--- config.mk ---
export PLATFORM = sky130hd
export DESIGN_NAME = cfg_lock_bank
export DESIGN_NICKNAME = d
export VERILOG_FILES = /design/src/rtl/cfg_bank_pkg.sv /design/src/rtl/cfg_addr_dec.sv /design/src/rtl/cfg_lock_guard.sv /design/src/rtl/cfg_nv_store.sv /design/src/rtl/cfg_ctl_regs.sv /design/src/rtl/cfg_lock_bank.sv
export SDC_FILE = /design/constraint.sdc
export NUM_CORES = 1
export LEC_CHECK = 0
export BUFFER_PORTS_ARGS = -buffer_cell sky130_fd_sc_hd__buf_2
export CELL_PAD_IN_SITES_DETAIL_PLACEMENT = 1
export CELL_PAD_IN_SITES_GLOBAL_PLACEMENT = 2
export CORE_MARGIN = 5
export CORE_UTILIZATION = 38
export DETAILED_ROUTE_END_ITERATION = 8
export PLACE_DENSITY_LB_ADDON = 0.2
export RECOVER_POWER = 50
export SLEW_MARGIN = 20
export SYNTH_ARGS = -nofsm -noshare
export SYNTH_HDL_FRONTEND = slang
export SYNTH_HIERARCHICAL = 1
export SYNTH_SLANG_ARGS = --single-unit
--- constraint.sdc ---
create_clock -name clk -period 2.9 [get_ports clk]
set_input_delay 0.145 -clock clk [delete_from_list [all_inputs] [get_ports clk]]
set_output_delay 0.145 -clock clk [all_outputs]
set_load 0.05 [all_outputs]
--- src/rtl/cfg_bank_pkg.sv ---
package cfg_bank_pkg;
  typedef enum logic [1:0] {
    SEL_CTL  = 2'd0,
    SEL_STAT = 2'd1,
    SEL_RSV  = 2'd2,
    SEL_ARR  = 2'd3
  } sel_e;
endpackage

--- src/rtl/cfg_addr_dec.sv ---
module cfg_addr_dec
  import cfg_bank_pkg::*;
#(
  parameter int AW = 9,
  parameter int NCTL = 7,
  parameter int WIN = 16,
  parameter logic [AW-1:0] BASE = 9'h080,
  localparam int IW = $clog2(NCTL)
) (
  input  logic [AW-1:0] addr,
  output sel_e          sel,
  output logic [IW-1:0] idx
);
  localparam logic [AW-1:0] CTL_END = BASE + AW'(NCTL - 1);
  localparam logic [AW-1:0] STAT_A  = BASE + AW'(NCTL);
  localparam logic [AW-1:0] WIN_END = BASE + AW'(WIN - 1);

  always_comb begin
    idx = IW'(addr - BASE);
    if (addr >= BASE && addr <= CTL_END)       sel = SEL_CTL;
    else if (addr == STAT_A)                   sel = SEL_STAT;
    else if (addr > STAT_A && addr <= WIN_END) sel = SEL_RSV;
    else                                       sel = SEL_ARR;
  end
endmodule

--- src/rtl/cfg_lock_guard.sv ---
module cfg_lock_guard #(
  parameter int AW = 9,
  parameter logic [AW-1:0] LO_BASE = 9'h000,
  parameter logic [AW-1:0] LO_END  = 9'h07F,
  parameter logic [AW-1:0] UP_BASE = 9'h090,
  parameter logic [AW-1:0] MID_END = 9'h0CF,
  parameter logic [AW-1:0] TOP_END = 9'h10F
) (
  input  logic [1:0]    lock_code,
  input  logic [AW-1:0] addr,
  output logic          locked
);
  function automatic logic in_span(input logic [AW-1:0] a,
                                   input logic [AW-1:0] lo,
                                   input logic [AW-1:0] hi);
    return (a >= lo) && (a <= hi);
  endfunction

  logic low_hit, mid_hit, top_hit;

  always_comb begin
    low_hit = in_span(addr, LO_BASE, LO_END);
    mid_hit = in_span(addr, UP_BASE, MID_END);
    top_hit = in_span(addr, UP_BASE, TOP_END);
    unique case (lock_code)
      2'd0: locked = 1'b0;
      2'd1: locked = low_hit;
      2'd2: locked = low_hit | mid_hit;
      default: locked = low_hit | top_hit;
    endcase
  end
endmodule

--- src/rtl/cfg_nv_store.sv ---
module cfg_nv_store #(
  parameter int DW = 8,
  parameter int NNV = 6,
  parameter int IW = 3
) (
  input  logic                     clk,
  input  logic                     nv_rst_n,
  input  logic                     wr,
  input  logic [IW-1:0]            widx,
  input  logic [DW-1:0]            wdata,
  output logic [NNV-1:0][DW-1:0]   image
);
  for (genvar g = 0; g < NNV; g++) begin : g_cell
    always_ff @(posedge clk) begin
      if (!nv_rst_n)                      image[g] <= '0;
      else if (wr && widx == IW'(g))      image[g] <= wdata;
    end
  end
endmodule

--- src/rtl/cfg_ctl_regs.sv ---
module cfg_ctl_regs #(
  parameter int DW = 8,
  parameter int NCTL = 7,
  parameter int NNV = 6,
  parameter int IW = 3
) (
  input  logic                     clk,
  input  logic                     rst_n,
  input  logic [NNV-1:0][DW-1:0]   nv_image,
  input  logic                     wr,
  input  logic [IW-1:0]            widx,
  input  logic [DW-1:0]            wdata,
  output logic [NCTL-1:0][DW-1:0]  ctl_q
);
  for (genvar g = 0; g < NCTL; g++) begin : g_reg
    if (g < NNV) begin : g_backed
      always_ff @(posedge clk) begin
        if (!rst_n)                       ctl_q[g] <= nv_image[g];
        else if (wr && widx == IW'(g))    ctl_q[g] <= wdata;
      end
    end else begin : g_plain
      always_ff @(posedge clk) begin
        if (!rst_n)                       ctl_q[g] <= '0;
        else if (wr && widx == IW'(g))    ctl_q[g] <= wdata;
      end
    end
  end
endmodule

--- src/rtl/cfg_lock_bank.sv ---
module cfg_lock_bank
  import cfg_bank_pkg::*;
#(
  parameter int AW = 9,
  parameter int DW = 8,
  parameter int NCTL = 7,
  parameter int NNV = 6,
  parameter int WIN = 16,
  parameter logic [AW-1:0] BASE = 9'h080,
  parameter int LOCK_LSB = 0,
  parameter int MODE_BIT = 2,
  parameter logic [DW-1:0] CR0_RSV = 8'h80
) (
  input  logic          clk,
  input  logic          rst_n,
  input  logic          nv_rst_n,
  input  logic          wp_n,
  input  logic          bus_we,
  input  logic [AW-1:0] bus_addr,
  input  logic [DW-1:0] bus_wdata,
  input  logic [DW-1:0] stat_in,
  output logic [DW-1:0] bus_rdata,
  output logic          wr_accept,
  output logic          wr_reject,
  output logic          arr_we,
  output logic [AW-1:0] arr_addr,
  output logic [DW-1:0] arr_wdata
);
  localparam int IW = $clog2(NCTL);
  localparam logic [IW-1:0] LAST_NV = IW'(NNV - 1);

  sel_e                     sel;
  logic [IW-1:0]            idx;
  logic                     locked;
  logic [1:0]               lock_bits;
  logic                     vol_mode;
  logic                     reg_wr;
  logic                     persist;
  logic                     nv_wr;
  logic                     arr_ok;
  logic                     accept_d;
  logic [DW-1:0]            wdata_clean;
  logic [NNV-1:0][DW-1:0]   nv_image;
  logic [NCTL-1:0][DW-1:0]  ctl_q;

  cfg_addr_dec #(.AW(AW), .NCTL(NCTL), .WIN(WIN), .BASE(BASE)) u_dec (
    .addr(bus_addr), .sel(sel), .idx(idx)
  );

  assign lock_bits = ctl_q[0][LOCK_LSB +: 2];
  assign vol_mode  = ctl_q[0][MODE_BIT];

  cfg_lock_guard #(.AW(AW)) u_guard (
    .lock_code(lock_bits), .addr(bus_addr), .locked(locked)
  );

  always_comb begin
    wdata_clean = (idx == '0) ? (bus_wdata & ~CR0_RSV) : bus_wdata;
    reg_wr      = rst_n && bus_we && (sel == SEL_CTL);
    persist     = (idx == '0) || (idx == LAST_NV) ||
                  ((idx < LAST_NV) && vol_mode);
    nv_wr       = reg_wr && persist;
    arr_ok      = bus_we && (sel == SEL_ARR) && wp_n && !locked;
    accept_d    = reg_wr || arr_ok;
  end

  cfg_nv_store #(.DW(DW), .NNV(NNV), .IW(IW)) u_nv (
    .clk(clk), .nv_rst_n(nv_rst_n), .wr(nv_wr), .widx(idx),
    .wdata(wdata_clean), .image(nv_image)
  );

  cfg_ctl_regs #(.DW(DW), .NCTL(NCTL), .NNV(NNV), .IW(IW)) u_regs (
    .clk(clk), .rst_n(rst_n), .nv_image(nv_image), .wr(reg_wr),
    .widx(idx), .wdata(wdata_clean), .ctl_q(ctl_q)
  );

  always_ff @(posedge clk) begin
    if (!rst_n) begin
      wr_accept <= 1'b0;
      wr_reject <= 1'b0;
      arr_we    <= 1'b0;
      arr_addr  <= '0;
      arr_wdata <= '0;
    end else begin
      wr_accept <= accept_d;
      wr_reject <= bus_we && !accept_d;
      arr_we    <= arr_ok;
      if (arr_ok) begin
        arr_addr  <= bus_addr;
        arr_wdata <= bus_wdata;
      end
    end
  end

  always_comb begin
    unique case (sel)
      SEL_CTL:  bus_rdata = ctl_q[idx];
      SEL_STAT: bus_rdata = stat_in;
      default:  bus_rdata = '0;
    endcase
  end
endmodule

# Word-level counts from Yosys, hierarchy flattened
# Index checks and enable logic that the tools add are counted.
# totals
ff_bits	124
latchBits	0
mem_bits_rw	0
rom_bits	0
input_bits	30
output_inout_bits	28
wordCells	103
mem_count	0
# op_classes
addsub	1
mul	0
div	0
order_cmp	11
n_eq_ne	17
shifts	0
mux	20
bitwise	2
n_reduce_logical	34
# ops
operator	n
$mux W8	14
$le A9 B8 Y1 const B	3
$logic_and A1 B1 Y1	26
$bmux W8 S3	1
$ge A9 B8 Y1 const B	2
$pmux W8 S2	1
$ne A2 B1 Y1 const B	6
$eq A3 B3 Y1 const B	3
$eq A9 B8 Y1 const B	1
$ge A9 B1 Y1 const B	1
$gt A9 B8 Y1 const B	1
$le A9 B7 Y1 const B	1
$le A9 B9 Y1 const B	1
$eq A3 B2 Y1 const B	2
$eq A2 B1 Y1 const B	2
$eq A2 B2 Y1 const B	2
$logic_not A2 Y1	2
$lt A3 B4 Y1 const B	1
$mux W2	2
$eq A3 B1 Y1 const B	1
$logic_not A3 Y1	1
$logic_or A1 B1 Y1	3
$lt A3 B3 Y1 const B	1
$pmux W1 S3	1
4 further kinds	6

# Longest topological paths before layout
# Gate-level depths: netlist of the first run.
# depth
word_depth	12
mapped_depth	9
mapped_depth_nobuf	7

# Modules after synthesis
# The synthesis of the first run kept the hierarchy.
# modules_own_cells
mod	n_inst	cells_per_inst	area_per_inst_um2	seq_area_each_um2
cfg_ctl_regs	1	197	2282.2	1601.5
cfg_nv_store	1	170	1774.2	960.9
cfg_lock_bank	1	164	1427.6	400.4
cfg_addr_dec	1	7	62.6	0.0
cfg_lock_guard	1	10	53.8	0.0

# Least setup slack after synthesis of the first run
# Ideal clock, no wire load.
# synth_timing
path_kind	input port to flip-flop
start	input port bus_addr[5]
end	register u_regs/ctl_q[0] (netlist bit), enable pin
t_arrival_ns	2.242
setup_slack_ns	0.272
path_stages	7
path_cell_list	nor4b_2 or3b_1 or2_1 buf_2 nor2_1 nand2b_1 o31ai_1
# synth_via
elab_cells_between_ends	14
cone_classes	4 x order compare; 2 x eq/ne; 3 x mux; 5 x reduce/logical
# synth_rtl
element	line	source
start, declared	cfg_lock_bank.sv:19	input logic [AW-1:0] bus_addr,
$ge A9 B8 Y1, or another cell as far along	cfg_addr_dec.sv:20	if (addr >= BASE && addr <= CTL_END) sel = SEL_CTL;
$logic_and A1 B1 Y1 or $mux W2 (tied branches)	cfg_addr_dec.sv:20, cfg_addr_dec.sv:21	
$mux W2 *	cfg_addr_dec.sv:20	
named net sel[1]	cfg_lock_bank.sv:32	sel_e sel;
$logic_not A2 Y1 *	cfg_lock_bank.sv:59	reg_wr = rst_n && bus_we && (sel == SEL_CTL);
$logic_and A1 B1 Y1 *	cfg_lock_bank.sv:59	
named net reg_wr	cfg_lock_bank.sv:37	logic reg_wr;
$logic_and A1 B1 Y1 *	cfg_ctl_regs.sv:19	else if (wr && widx == IW'(g)) ctl_q[g] <= wdata;
$ne A2 B1 Y1 (no source line) *	-	
end signal, assigned by index	cfg_ctl_regs.sv:18	if (!rst_n) ctl_q[g] <= nv_image[g];
end signal, assigned by index	cfg_ctl_regs.sv:19	
end, declared	cfg_ctl_regs.sv:13	output logic [NCTL-1:0][DW-1:0] ctl_q
# The timed path passes the listed nets; every way through them passes the cells marked *.
# A chain may end at the register's enable or synchronous reset.

# Worst setup path after layout of the first run
# layout_timing
start	input port bus_addr[3]
end	register u_nv/image[1] (netlist bit)
# layout_via
elab_cells_between_ends	14
cone_classes	4 x order compare; 1 x eq/ne; 3 x mux; 6 x reduce/logical
# layout_rtl
element	line	source
$ge A9 B8 Y1, or another cell as far along	cfg_addr_dec.sv:20	
$logic_and A1 B1 Y1 or $mux W2 (tied branches)	cfg_addr_dec.sv:20, cfg_addr_dec.sv:21	
$mux W2 *	cfg_addr_dec.sv:20	
named net sel[1]	cfg_lock_bank.sv:32	
$logic_not A2 Y1 *	cfg_lock_bank.sv:59	
$logic_and A1 B1 Y1 *	cfg_lock_bank.sv:59	
named net reg_wr	cfg_lock_bank.sv:37	
$logic_and A1 B1 Y1 *	cfg_lock_bank.sv:62	nv_wr = reg_wr && persist;
named net nv_wr	cfg_lock_bank.sv:39	logic nv_wr;
$logic_and A1 B1 Y1 *	cfg_nv_store.sv:16	else if (wr && widx == IW'(g)) image[g] <= wdata;
end signal, assigned by index	cfg_nv_store.sv:16	
end, declared	cfg_nv_store.sv:11	output logic [NNV-1:0][DW-1:0] image
# Marked as above.

==> impl_metrics.json, run 1 <==
{
  "status": "finished, final reports clean",
  "cts_max_path_buffers": 2,
  "dr.pass1.iters": 5,
  "clkLatencyLatePin_ns": 0.41,
  "setup.worst_path.end": "u_nv/image[1]",
  "avgSynthCellArea_um2": 10.2,
  "synth_top_family_by_area": "multiplexers",
  "synth_compound_area_share_pct": 12.7,
  "core_um2": 14500,
  "drt_iter0_drc": 318,
  "ioPinCount": 58,
  "routedWlPerCell_um": 19.6,
  "dpl_cell_area_um2": 6010,
  "diodes": 0,
  "design_area_um2": 6580,
  "nFillCells": 1643,
  "endpoint_kind": "flop",
  "initial_core_util_pct": 38.7,
  "die_h_um": 131,
  "rsz0062_at_grt": "no",
  "grt_first_pass_wirelength_um": 25300,
  "final_cell_mix": "80 x mux2i_1, 76 x dfxtp_1, 74 x nand2_1",
  "synthXorXnorAreaFrac_pct": 0,
  "antenna_found_initial": 0,
  "grt_overflow": 0,
  "ir_worst_vdd_mv": 0.406,
  "dr_total_vias": 4145,
  "min_path_type": "primary input to flop",
  "hold_violations": 0,
  "reg2reg_slack_ns": 0.66,
  "routed_wl_um": 15700,
  "grt_pass1_vias": 4388,
  "p_leak_nw": 2.70,
  "async_reset_ff_share_pct": 0,
  "die_w_um": 131,
  "synth_mux_area_share_pct": 14.3,
  "synth_edf_count": 48,
  "powerDensity_nw_per_um2": 666,
  "maxSlewViolCount": 0,
  "cts_inserted_buffers": 17,
  "startpoint": "bus_addr[3]",
  "critPathLaunchType": "primary input",
  "cts-resized-gates": 0,
  "ys_top_cells_by_area": "dfxtp_1 27%, edfxtp_1 26%, mux2i_1 14%",
  "cts_tree": "done",
  "dieArea_um2": 17300,
  "grt_max_degree": 72,
  "fmax_mhz": 374,
  "post_cts_buffers": 0,
  "power_mw": 4.38,
  "r2r-end": "arr_addr[2]",
  "final_common_cell": "mux2i_1",
  "syn2layout_area_growth_pct": 17.5,
  "cts_sinks": 124,
  "drc": 0,
  "finalCritPeriodShare_pct": 92.2,
  "max-cap-violations": 0,
  "fin_skew_ns": 0.00619,
  "fin_nets": 636,
  "yosys_warnings": 6,
  "rr_startpoint": "u_regs/ctl_q[0]",
  "drive_above_1_share_pct": 13.7,
  "synth_nets": 578,
  "path_clk_slew_ns": 0.06,
  "postSynthCellCount": 548,
  "ff2ff_path_depth": 6,
  "place_hpwl_um": 11100,
  "ys_seq_elements": 124,
  "htreeDepth": 4,
  "tightest_slew_ns": 1.30,
  "grt.total_usage_pct": 18.7,
  "ys.flop_type": "dfxtp_1",
  "fin_tns_setup_ns": 0,
  "max-slew-margin-rel_pct": 13.6,
  "synthDistinctLibCells": 46,
  "portBuffers": 57,
  "place_congestion": 0.764,
  "required_ns": 3.18,
  "period_needed_ns": 2.67,
  "hold_depth": 3,
  "root_buffer": "clkbuf_16",
  "critical_path_arrival_ns": 2.95,
  "synthesis.area_um2": 5600,
  "synth_top_area_share_pct": 27.2,
  "yosysSeqAreaShare_pct": 52.9,
  "placementRows": 44,
  "cp_max_fo": 8,
  "vias_per_cell": 5.16,
  "yosys.area_share.adder_pct": 0,
  "setup-violations-final": 0,
  "synth-simple-area-share_pct": 12.0,
  "ant_nets": 0,
  "synth_top_area_cell": "dfxtp_1",
  "path_class": "primary input to flop"
}
[area by class of cell]
type | count | area (um2) | area share, %
Sequential cell | 124 | 2960 | 45.0
Multi-Input combinational cell | 332 | 2180 | 33.1
Clock buffer | 18 | 429 | 6.52
Timing Repair Buffer | 79 | 414 | 6.29
Tap cell | 184 | 230 | 3.50
Inverter | 52 | 195 | 2.97
Clock inverter | 14 | 175 | 2.66
[power breakdown]
| part | internal (mW) | switching (mW) |
|---|---|---|
| Clock | 1.42 | 0.760 |
| Sequential | 1.87 | 0.0170 |
| Combinational | 0.0830 | 0.233 |
[flip-flops by register name, indices dropped and copies added, names as in the netlist]
signal	cells
arr_addr	9
arr_wdata	8
arr_we	1
u_nv/image	48
u_regs/ctl_q	56
wr_accept	1
wr_reject	1
[per-stage QoR]
stage	utilization (%)	setup slack (ns)	std cells	hold slack, ns
after floorplan	-	0.272	548	0.293
after global placement	41.5	0.0871	769	0.427
after detailed placement	41.5	0.0299	769	0.434
after CTS	45.8	0.250	803	0.00130
after global routing	45.5	0.0577	803	0.00655
final	45.5	0.228	803	0.00717
[worst min path at each step]
stage	from	end	slack, ns
floorplan	bus_addr[0]	arr_addr[0]	0.29
global placement	bus_addr[3]	arr_addr[3]	0.43
detailed placement	bus_wdata[2]	arr_wdata[2]	0.43
CTS	bus_wdata[0]	arr_wdata[0]	0.001
global route	rst_n	wr_reject	0.007
finish	rst_n	wr_reject	0.007
[cells in the mapped netlist (2+ instances only)]
master,instances
inv_1,51
o21ai_1,4
o21bai_1,2
nand2b_1,11
buf_1,5
a21oi_1,17
edfxtp_1,48
dfxtp_1,76
buf_6,5
nor2_1,7
o31ai_1,2
buf_12,2
a221oi_2,3
nand2_1,74
nand4bb_1,2
buf_2,13
a221oi_1,5
clkbuf_1,8
nand3_1,18
mux2i_1,80
or3_1,2
nor2b_1,2
buf_4,6
nand3b_1,2
a22oi_1,8
a22o_1,8
nand4b_1,4
o21ai_0,65
[cell families (layout without fill, tap and decap cells)]
family,after synthesis,in the layout
simple gates,134,134
buf+inv,92,163
compound gates,118,118
flops,124,124
mux,80,80
[per-layer routing]
metal	share of wire, %	global-route usage [%]	up-vias
met3	3.5	4.09	9
li1	-	-	2025
met4	1.1	5.49	0
met1	49	25.3	2045
met5	0	0	-
met2	47	30.0	66
[critical path, cell delays in order]
cell and delay [ns]:
dlygate4sd3_1 0.53, clkbuf_1 0.12, or3b_1 0.37, or2_0 0.26, nor2_1 0.16, a21boi_1 0.44
or4b_1 0.73, mux2i_1 0.20
[timing repair]
action / in CTS / in global routing
hold endpoints to repair: 2 / 0
hold buffers: 2 / 0
endpoints found under the setup margin: 0 / 0
Power figures use the tool's default switching activity.
==> run 2, diff against run 1 <==
--- a/config.mk
+++ b/config.mk
@@ -9,12 +9,11 @@
 export CELL_PAD_IN_SITES_DETAIL_PLACEMENT = 1
 export CELL_PAD_IN_SITES_GLOBAL_PLACEMENT = 2
 export CORE_MARGIN = 5
-export CORE_UTILIZATION = 38
+export CORE_UTILIZATION = 40
 export DETAILED_ROUTE_END_ITERATION = 8
 export PLACE_DENSITY_LB_ADDON = 0.2
 export RECOVER_POWER = 50
 export SLEW_MARGIN = 20
 export SYNTH_ARGS = -nofsm -noshare
 export SYNTH_HDL_FRONTEND = slang
-export SYNTH_HIERARCHICAL = 1
 export SYNTH_SLANG_ARGS = --single-unit
==> constraint.sdc (replaced) <==
create_clock -name clk -period 3.3 [get_ports clk]
set_input_delay 0.165 -clock clk [delete_from_list [all_inputs] [get_ports clk]]
set_output_delay 0.165 -clock clk [all_outputs]
set_load 0.05 [all_outputs]
==> run 2 against run 1 <==
Compared with the run above: synthesized cell count fell by 1.8%; first-iteration DRC count fell by 31%; synthesized area rose by 1.8%; combinational power fell by 7.6%; cell count fell by 2.5%; core utilization rose by 1.7 points; total power fell by 17%; flip-flop and latch count did not move; sequential power fell by 12%; via count fell by 1.8%; critical endpoint is now u_regs.ctl_q[6]; largest power group unchanged.
==> impl_metrics.json, run 2 <==
{
  "syn2layout_area_growth_pct": 15.3,
  "dieArea_um2": 16700,
  "setup-violations-final": 0,
  "hold_depth": 3,
  "hold_violations": 0,
  "async_reset_ff_share_pct": 0,
  "die_w_um": 129,
  "post_cts_buffers": 0,
  "intPower_mw": 2.78,
  "critical_path_arrival_ns": 2.79,
  "final_cell_mix": "76 x dfxtp_1, 71 x mux2i_1, 64 x o21ai_0",
  "portBuffers": 57,
  "powerDensity_nw_per_um2": 555,
  "endpoint_kind": "flop",
  "r2r-end": "arr_wdata[1]",
  "ys_top_cells_by_area": "dfxtp_1 27%, edfxtp_1 25%, mux2i_1 12%",
  "diodes": 0,
  "grt_overflow": 0,
  "rr_startpoint": "u_regs.ctl_q[0]",
  "reg.largest.list": "u_regs.ctl_q (56), u_nv.image (48), arr_addr (9)",
  "max-cap-violations": 0,
  "dr.pass1.iters": 4,
  "synth_edf_count": 48,
  "fmax_mhz": 355,
  "power_mw": 3.65,
  "synthDistinctLibCells": 44,
  "postSynthCellCount": 538,
  "grt.total_usage_pct": 20.3,
  "ioPinCount": 58,
  "min_from": "bus_addr[3]",
  "switchingPower_uw": 868,
  "combPwrFrac_pct": 8.0,
  "ys_top_cells_by_count": "76 x dfxtp_1, 71 x mux2i_1, 64 x o21ai_0, 56 x inv_1, 50 x nand2_1",
  "cp_max_fo": 14,
  "final_common_cell": "dfxtp_1",
  "ys.flop_type": "dfxtp_1",
  "cp_top_family": "buffers and inverters",
  "place_inst": 751,
  "die_h_um": 129,
  "synth_top_area_cell": "dfxtp_1",
  "rsz0062_at_grt": "no",
  "critPathBufInv": 3,
  "place_hpwl_um": 10700,
  "synth_top_area_share_pct": 26.7,
  "drt_iter0_drc": 220,
  "cts-resized-gates": 0,
  "ys_seq_elements": 124,
  "routedWlPerCell_um": 20.7,
  "fin_tns_setup_ns": 0,
  "fin_skew_ns": 0.00676,
  "worst_path_max_delay_cell": "clkbuf_1",
  "synthXorXnorAreaFrac_pct": 0,
  "period_needed_ns": 2.82,
  "yosys_warnings": 0,
  "synth_top_family_by_area": "multiplexers",
  "root_buffer": "clkbuf_16",
  "grt_max_degree": 55,
  "fin_nets": 620,
  "top_register": "u_regs.ctl_q",
  "nFillCells": 1559,
  "tightest_slew_ns": 1.19,
  "grt_first_pass_wirelength_um": 24700,
  "cpPeakStageDelay_ns": 0.77,
  "htreeDepth": 4,
  "maxSlewViolCount": 0,
  "status": "finished, final reports clean",
  "cts_max_path_buffers": 2,
  "cts_inserted_buffers": 17,
  "synth-simple-area-share_pct": 13.8,
  "cp_common_cell": "clkbuf_1",
  "final_cells": 783,
  "finalCritPeriodShare_pct": 85.4,
  "clkPwrFrac_pct": 46.5,
  "vias_per_cell": 5.20,
  "min_path_type": "primary input to flop",
  "core_um2": 13900,
  "cts_sinks": 124,
  "required_ns": 3.28,
  "reg2reg_slack_ns": 1.20,
  "path_clk_slew_ns": 0.05,
  "ff_latch_area_um2": 2960,
  "ant_nets": 0,
  "synth_mux_area_share_pct": 15.8,
  "dpl_cell_area_um2": 6090,
  "critPathLaunchType": "primary input",
  "ff2ff_path_depth": 5,
  "multi_input_area_um2": 2280,
  "grt_pass1_vias": 4277,
  "clkLatencyLatePin_ns": 0.42,
  "drc": 0,
  "hold_slack_ns": 0.0425,
  "switching_share_pct": 23.8,
  "cts_hold_buffers": 0,
  "synthesis.area_um2": 5700,
  "yosysSeqAreaShare_pct": 52.0,
  "design_area_um2": 6580,
  "synth_nets": 568,
  "placementRows": 43,
  "whs_endpoint": "arr_addr[3]",
  "crit_chain": "clkbuf_1 > buf_4 > nor4b_1 > nand4_1 > clkbuf_1 > nand2_1",
  "path_class": "primary input to flop",
  "antenna_found_initial": 0,
  "synth_compound_area_share_pct": 10.1,
  "dr_total_vias": 4069,
  "drive_above_1_share_pct": 14.8,
  "ir_worst_vdd_mv": 0.298,
  "max-slew-margin-rel_pct": 20.8,
  "initial_core_util_pct": 40.9,
  "avgSynthCellArea_um2": 10.6,
  "routed_wl_um": 16200,
  "p_leak_nw": 2.45,
  "yosysMostFrequentCell": "dfxtp_1",
  "place_congestion": 0.800,
  "largest_reg_flops": 56,
  "cts_tree": "done",
  "p_seq_share_pct": 45.4,
  "yosys.area_share.adder_pct": 0
}
==> run 2: cell type report <==
class | instances | area share, %
tap | 180 | 3.43
sequential | 124 | 45.1
clock inverter | 11 | 1.14
clock buffer | 21 | 7.00
inverter | 56 | 3.20
timing repair buffer | 74 | 5.46
multi-input combinational | 317 | 34.7
==> run 2: logic make-up after synthesis <==
kind of cell,Yosys count
AND/OR/NAND/NOR,139
AO/OA/AOI/OAI,98
multiplexers,80
flip-flops,124
buffers and inverters,97
==> run 2: through the flow <==
step           setup slack, ns  utilization, %
6_report                 0.483            47.2
4_1_cts                  0.797            47.6
3_3_place_gp             0.835            43.7
2_1_floorplan            0.425               -
3_5_place_dp             0.802            43.7
5_1_grt                  0.367            47.2
==> run 2: per-layer routing <==
metal / share of wire (%) / vias to the layer above / GRT usage, %
met1: 43 / 1990 / 26.0
met5: 0 / - / 0
li1: - / 1966 / -
met4: 2.5 / 0 / 9.20
met2: 49 / 94 / 33.0
met3: 5.5 / 19 / 4.29
==> run 2: how the worst max path moves through the flow <==
| stage | start | endpoint | slack, ns | cells after the start |
|---|---|---|---|---|
| 6_report | bus_addr[0] | u_regs.ctl_q[6] | 0.48 | 6 |
| 4_1_cts | bus_addr[3] | bus_rdata[7] | 0.80 | 5 |
| 3_3_place_gp | bus_addr[3] | bus_rdata[7] | 0.83 | 5 |
| 5_1_grt | bus_addr[0] | u_regs.ctl_q[6] | 0.37 | 6 |
| 2_1_floorplan | bus_addr[0] | bus_rdata[7] | 0.42 | 5 |
| 3_5_place_dp | bus_addr[3] | bus_rdata[7] | 0.80 | 5 |
==> run 2: worst min-delay path, delay by kind of cell <==
kind	cells	cell delay [ns]
multiplexers	1	0.06
AND/OR/NAND/NOR	1	0.07
buffers and inverters	1	0.11
==> run 2: power groups by stage <==
| stage | clock, mW | combinational, mW | sequential (mW) |
|---|---|---|---|
| after floorplan | 0 | 0.167 | 1.73 |
| after global placement | 0 | 0.295 | 1.69 |
| after detailed placement | 0 | 0.301 | 1.69 |
| after CTS | 1.73 | 0.303 | 1.66 |
| after global routing | 1.80 | 0.317 | 1.66 |
| final | 1.70 | 0.292 | 1.66 |
